$ cat src/rtl/serdes_link.sv
module serdes_link #(
  parameter int WORD_W = 64
) (
  input  logic              clk,
  input  logic              rst_n,
  input  logic              diff_en,
  input  logic              in_valid,
  input  logic [WORD_W-1:0] in_data,
  output logic              word_slot,
  output logic [WORD_W/2-1:0] link_data,
  output logic              link_first,
  output logic              out_valid,
  output logic [WORD_W-1:0] out_data
);
  localparam int LANE_W = WORD_W / 2;

  logic              phase;
  logic [WORD_W-1:0] tx_prev, rx_prev;
  logic [LANE_W-1:0] tx_hi, rx_lo;
  logic              tx_mode, tx_pend, rx_mode, rx_have;

  assign word_slot = ~phase;

  wire              take    = ~phase & in_valid;
  wire [WORD_W-1:0] coded   = in_data ^ (diff_en ? tx_prev : '0);
  wire [WORD_W-1:0] rebuilt = {link_data, rx_lo} ^ (rx_mode ? rx_prev : '0);

  always_ff @(posedge clk) begin
    if (!rst_n) begin
      phase      <= 1'b0;
      link_data  <= '0;
      link_first <= 1'b0;
      tx_hi      <= '0;
      tx_prev    <= '0;
      tx_mode    <= 1'b0;
      tx_pend    <= 1'b0;
    end else begin
      phase <= ~phase;
      if (take) begin
        link_data  <= coded[LANE_W-1:0];
        tx_hi      <= coded[WORD_W-1:LANE_W];
        tx_prev    <= in_data;
        tx_mode    <= diff_en;
        link_first <= 1'b1;
        tx_pend    <= 1'b1;
      end else begin
        link_first <= 1'b0;
        tx_pend    <= 1'b0;
        if (tx_pend) link_data <= tx_hi;
      end
    end
  end

  always_ff @(posedge clk) begin
    if (!rst_n) begin
      rx_lo     <= '0;
      rx_mode   <= 1'b0;
      rx_have   <= 1'b0;
      rx_prev   <= '0;
      out_valid <= 1'b0;
      out_data  <= '0;
    end else begin
      rx_have <= link_first;
      if (link_first) begin
        rx_lo   <= link_data;
        rx_mode <= tx_mode;
      end
      if (!phase) begin
        out_valid <= rx_have;
        if (rx_have) begin
          out_data <= rebuilt;
          rx_prev  <= rebuilt;
        end
      end
    end
  end
endmodule


$ cat config.mk
export PLATFORM = sky130hd
export DESIGN_NAME = serdes_link
export DESIGN_NICKNAME = d
export VERILOG_FILES = /design/src/rtl/serdes_link.sv
export SDC_FILE = /design/constraint.sdc
export NUM_CORES = 1
export LEC_CHECK = 0
export ABC_AREA = 1
export BUFFER_PORTS_ARGS = -buffer_cell sky130_fd_sc_hd__buf_2
export CAP_MARGIN = 40
export CORE_ASPECT_RATIO = 1.4
export CORE_MARGIN = 2
export CORE_UTILIZATION = 40
export DETAILED_ROUTE_END_ITERATION = 10
export PLACE_DENSITY_LB_ADDON = 0.08
export SLEW_MARGIN = 20
export SYNTH_ARGS = -nofsm -noshare
export SYNTH_HDL_FRONTEND = slang
export SYNTH_SLANG_ARGS = --single-unit
$ cat constraint.sdc
create_clock -name clk -period 1.41 [get_ports clk]
set_input_delay 0.282 -clock clk [delete_from_list [all_inputs] [get_ports clk]]
set_output_delay 0.282 -clock clk [all_outputs]
set_load 0.005 [all_outputs]
==> metrics.txt, run 1 <==
initial antenna violation count=1; Hold Path End=tx_prev[45]; post-synth top area cell=dfxtp_1; worst-path cell chain=buf_12 > buf_6; Mapped Area=roughly 10000 sq um; worst r2r src=phase; fmax=719 MHz; Top Metal Used=met4; hpwl dp=18300 um; Layout area overhead=20.7%; vias per cell=approximately 5.1; Setup CP Type=reg2out; clk_skew=~7 ps; Crit Path Max Fanout=7; Final Cycle Share=0.987; Starting Density=0.403; Worst-Margin Slew=343 ps; synthesized area per cell=just over 7 sq um; synthesized instance count=roughly 1400; worst slack, placed=about 100 ps; Slew Limit Fails=0; cts hold-fix bufs=0; Clock Root Buffer=clkbuf_16; met1 wire length=13800 um; register area share after synthesis=0.453; outcome=complete, no violations; filler instances=2547; CP Capture Type=output port; Slew HR=0.771; reg2reg path depth=6; max-cap violations=0; DRC viols=0; WP data arrival=1110 ps; Post-Route Utilization=0.487; final worst setup slack=18.7 ps; Multi-input gate area=between 4000 and 5000 sq um; largest net degree at the start of global routing=slightly above 80; die width=about 140 um; worst path bufs/invs=2; non-filler cells, final=between 1500 and 2000; I/O pin count=roughly 170; clock sink total=230; GP Congestion=just under 0.8; Largest stage delay, worst path=360 ps; clock transition at the registers of the reported paths=approximately 60 ps; DR iter-0 viols=~560; worst-skew pair later-pin latency=510 ps; met2 WL=around 13000 um; crit start category=flip-flop; Worst VDD drop=~0.96 mV; Synth warnings=0; WP data required=1130 ps; drt first pass iters=5; fraction of layout cells with a size suffix above 1=0.171; Reg-to-Reg End=rx_prev[23]; post-placement cell count=~1900; Final min period=between 1000 and 1500 ps; Register Area=between 4000 and 5000 sq um; synth top area cells=dfxtp_1, a21oi_1, nand2_1, nand3_1, nor2_1; Hold Path Stages=3; row count=just under 70; leakage power=0.00538 uW; gr usage total=0.205; number of buffers added on ports=between 150 and 200; Syn Nets=1501; cell family with most CP delay=flip-flops; first-pass GRT wire length=roughly 45000 um; Seq cells post-synth=230; Synth cell types=21; PD cells=about 1200 nW/um^2; fin nets=approximately 1600; DR WL met3=1090 um; RSZ-0062 raised after global routing=true; CTS Buf Count=25; # setup viols final=0; count of final hold-check violations=0; routed vias=9653; wire length per cell=between 10 and 15 um; routed wire length=approximately 28000 um; CP max-delay cell=dfxtp_4; htree depth=1; TritonCTS clock tree=done; number of global-route vias before repair=8520; core area=around 25000 sq um; worst hold slack=roughly 34 ps; post-route ant nets=0; die area=between 20000 and 30000 sq um; Hold Crit Class=in2reg; total grt overflow=0; Hold Startpoint=in_data[45]; area share of the largest cell type after synthesis=0.453; Max clock buf depth=3; r2r setup slk=130 ps; die height=between 150 and 200 um
worst max path at each step:
stage	from	cells past startpoint	endpoint	slack, ps
final	tx_pend	2	link_first	20
after global routing	tx_pend	2	link_first	-10
after CTS	tx_pend	2	link_first	-20
after detailed placement	in_valid	7	tx_prev[14]	100
after global placement	phase	6	rx_prev[58]	120
after floorplan	tx_pend	5	link_data[22]	200
cell type report:
cell class              count  share of cell area
well taps                 319              0.0325
flip-flops and latches    230               0.377
clock inverters             3             0.00143
clock buffers              41              0.0616
multi-input cells         968               0.366
diodes                      1            0.000204
repair buffers            212               0.122
inverters                 127              0.0391
what timing repair did:
| action | CTS | global route |
|---|---|---|
| resized for setup | 10 | 9 |
| pin swaps | 0 | 0 |
| cloned | 2 | 0 |
| endpoints found under the hold margin | 0 | 0 |
| setup buffers | 2 | 2 |
| endpoints found under the setup margin | 8 | 9 |
sequential cells by signal (all words and copies together) (netlist names):
register   cells
rx_have        1
tx_prev       64
rx_prev       64
tx_pend        1
out_valid      1
rx_lo         32
rx_mode        1
phase          1
tx_mode        1
link_data     32
tx_hi         32
kinds of logic after synthesis:
family                    count (synthesis)  synth area share
and+or+nand+nor                         658             0.285
AOI/OAI and AO/OA                       302             0.149
buffers and inverters                   235             0.106
DFF                                     230             0.453
xor gates and xnor gates                  8           0.00689
layer usage:
| metal | up-vias | GRT usage |
|---|---|---|
| li1 | 5026 | - |
| met1 | 4395 | 0.297 |
| met2 | 195 | 0.325 |
| met3 | 37 | 0.0238 |
| met4 | 0 | 0.0563 |
| met5 | - | 0 |
where the power goes:
| group | total [uW] | switching [uW] | internal, uW |
|---|---|---|---|
| clock network | 6240 | 2610 | 3630 |
| registers | 7140 | 281 | 6860 |
| logic | 1680 | 1010 | 671 |
| total | 15100 | 3900 | 11200 |
cell usage in the layout (no fill, tap or decap), types with 14 or more instances in the layout:
cell	synthesis	layout
buf_2	40	162
inv_1	124	124
nand2_1	260	259
a21oi_1	195	195
dfxtp_2	0	14
nand4_1	79	79
nor2_1	147	147
buf_12	0	20
buf_4	5	25
dfxtp_1	230	214
clkbuf_16	0	25
o21ai_0	107	107
nand3_1	167	167
stage by stage:
step                area [sq um]  setup TNS (ps)  power (uW)
CTS                        12200           -22.1       15200
global placement           11400               0        8900
global route               12300           -10.5       15800
floorplan                  10200               0        8260
finish                     12300               0       15100
detailed placement         11400               0        8930
tightest hold or removal path: cells and delay by family:
family | cells | cell delay (ps)
AO/OA/AOI/OAI | 1 | 50
buffers and inverters | 2 | 160
cells in the mapped netlist:
cell      count
a21oi_1     195
nand3b_1      1
xor2_1        1
nand2_1     260
nor2_2        2
nand4_1      79
buf_4         5
inv_1       124
clkinv_1      1
nand3_1     167
nor2_4        1
buf_2        40
buf_6        17
o21ai_0     107
inv_2         2
dfxtp_1     230
nor2_1      147
nand2_4       1
buf_1        12
xnor2_1       7
clkbuf_1     34
No activity file was read; power rests on OpenSTA's default activity.
==> run 2: changes to the inputs <==
--- a/config.mk
+++ b/config.mk
@@ -8,7 +8,7 @@
 export ABC_AREA = 1
 export BUFFER_PORTS_ARGS = -buffer_cell sky130_fd_sc_hd__buf_2
 export CAP_MARGIN = 40
-export CORE_ASPECT_RATIO = 1.4
+export CORE_ASPECT_RATIO = 0.75
 export CORE_MARGIN = 2
 export CORE_UTILIZATION = 40
 export DETAILED_ROUTE_END_ITERATION = 10
==> constraint.sdc (replaced) <==
create_clock -name clk -period 1.3 [get_ports clk]
set_input_delay 0 -clock clk [delete_from_list [all_inputs] [get_ports clk]]
set_output_delay 0 -clock clk [all_outputs]
set_load 0.005 [all_outputs]
==> run 2 against run 1 <==
  * Worst setup slack better by 12 ps
  * Non-clock buffer count increased by 65
  * Flip-flop and latch count is the same
  * Count of clock-buffer cells in the layout shrank 9
  * Final cell count rose by 4.5%
  * Routed wire length increased by 11%
==> metrics.txt, run 2 (synthesis results as in run 1) <==
outcome=complete, no violations; Setup CP Type=reg2reg; Layout area overhead=30.9%; worst path bufs/invs=3 (+1); Worst-Margin Slew=503 ps (+160 ps); GP Congestion=0.823 (+3.5%); met3 usage=0.0451 (+0.0213); gr usage total=0.219 (+0.0133); fin nets=1697 (+4.0%); die width=188 um (+36%); CP max-delay cell=dfxtp_2; most common cell after layout, fill and taps aside=nand2_1; worst-skew pair later-pin latency=520 ps (about the same); die height=142 um (-26%); Worst VDD drop=0.921 mV (-3.7%); fmax=about 790 MHz; setup total negative slack=0 ps (unchanged); Multi-input gate area=4570 sq um (+1.8%); Post-Route Utilization=0.533 (+0.0462); number of global-route vias before repair=9330 (+9.5%); largest net degree at the start of global routing=111 (+34%); vias per cell=5.13 (+1.1%); clock sink total=230 (unchanged); die area=26700 sq um (about the same); commonest cells after routing, fill and taps aside=nand2_1, dfxtp_1, a21oi_1, nand3_1, buf_2; max-cap violations=0 (unchanged); CTS Buf Count=25 (unchanged); Crit Path Max Fanout=15 (+8); cell family with most CP delay=buffers and inverters; htree depth=1 (unchanged); I/O pin count=167 (unchanged); largest registers=rx_prev: 64 flops, tx_prev: 64 flops; Final Cycle Share=0.977; DR iter-0 viols=703 (+26%); Register Area=4610 sq um (-0.38%); fraction of layout cells with a size suffix above 1=0.174 (+0.00287); initial antenna violation count=1 (unchanged); Hold Crit Class=in2reg; routed wire length=31300 um (+11%); crit start category=flip-flop; wire length per cell=15.8 um (+6.2%); # setup viols final=0 (unchanged); leakage power=0.00578 uW (+7.4%); PD cells=1370 nW/um^2 (+12%); drt first pass iters=6 (+1); Final min period=between 1000 and 1500 ps; clk_skew=9.22 ps (+2.03 ps); routed vias=10200 (+5.6%); worst-path cell chain=inv_4 > nand3b_1 > buf_6 > buf_8 > a21oi_1 > nor2_1; met1 Use GR=0.285 (-0.0121); row count=50 (-28%); filler instances=2439 (-4.2%); number of buffers added on ports=166 (unchanged); most used routing layer in global routing=met2; Slew Limit Fails=0 (unchanged); post-route ant nets=0 (unchanged); Largest stage delay, worst path=350 ps (about the same); Max clock buf depth=3 (unchanged); first-pass GRT wire length=48100 um (+5.9%); WP data arrival=1680 ps (+570 ps); hpwl dp=18500 um (+1.4%); Starting Density=0.407 (+0.00400); Clock Root Buffer=clkbuf_16; Slew HR=0.665 (-0.106); TritonCTS clock tree=done; DRC viols=0 (unchanged); met2 GRT Util=0.377 (+0.0521); count of final hold-check violations=0 (unchanged); clock transition at the registers of the reported paths=60 ps (about the same); RSZ-0062 raised after global routing=true; total grt overflow=0 (unchanged); CP Capture Type=flip-flop; WP data required=1710 ps (+580 ps); core area=25000 sq um (-0.98%)
[run 2: metrics by stage]
stage	instances	area (sq um)	setup WS (ps)	hold slack, ps	power, uW
floorplan	1433	10200	89.5	148	8960
global placement	1862	11300	54.1	268	9610
detailed placement	1862	11300	42.2	275	9640
CTS	1976	13000	9.56	267	18400
global route	1986	13300	-29.8	303	19000
finish	1986	13300	30.5	285	18300
[run 2: area by class of cell]
cell class                      count  area share
Sequential cell                   230       0.347
Inverter                          127      0.0363
Antenna cell                        1    0.000188
Timing Repair Buffer              277       0.167
Tap cell                          338      0.0318
Clock buffer                       32      0.0543
Clock inverter                     13      0.0205
Multi-Input combinational cell    968       0.344
[run 2: worst paths after layout]
path / slack, ps / cells after the start / to / startpoint
hold reg to reg: 460 / 2 / out_valid / out_valid
hold / removal: 280 / 4 / tx_prev[10] / in_data[10]
setup / recovery: 30 / 6 / rx_prev[58] / phase
setup reg to reg: 30 / 6 / rx_prev[58] / phase
[run 2: worst min-delay path, delay by kind of cell]
kind,cells,cell delay [ps]
AO/OA/AOI/OAI,1,100
buffers and inverters,3,650
[run 2: layer usage]
metal,share of wire,routed length (um)
met1,0.46,14500
met2,0.47,14600
met3,0.059,1860
met4,0.012,376
met5,0,0
[run 2: report_power, final]
part	internal, uW	switching, uW	total (uW)
combinational	854	1170	2020
sequential	7440	313	7750
clock	5490	3000	8500
total	13800	4490	18300
[run 2: what timing repair did]
action,CTS,global route
gates cloned,2,6
resized for setup,1,36
hold endpoints to repair,140,0
buffers inserted,0,3
setup endpoints to repair,1,132
hold buffers,67,0
pin swaps,0,3
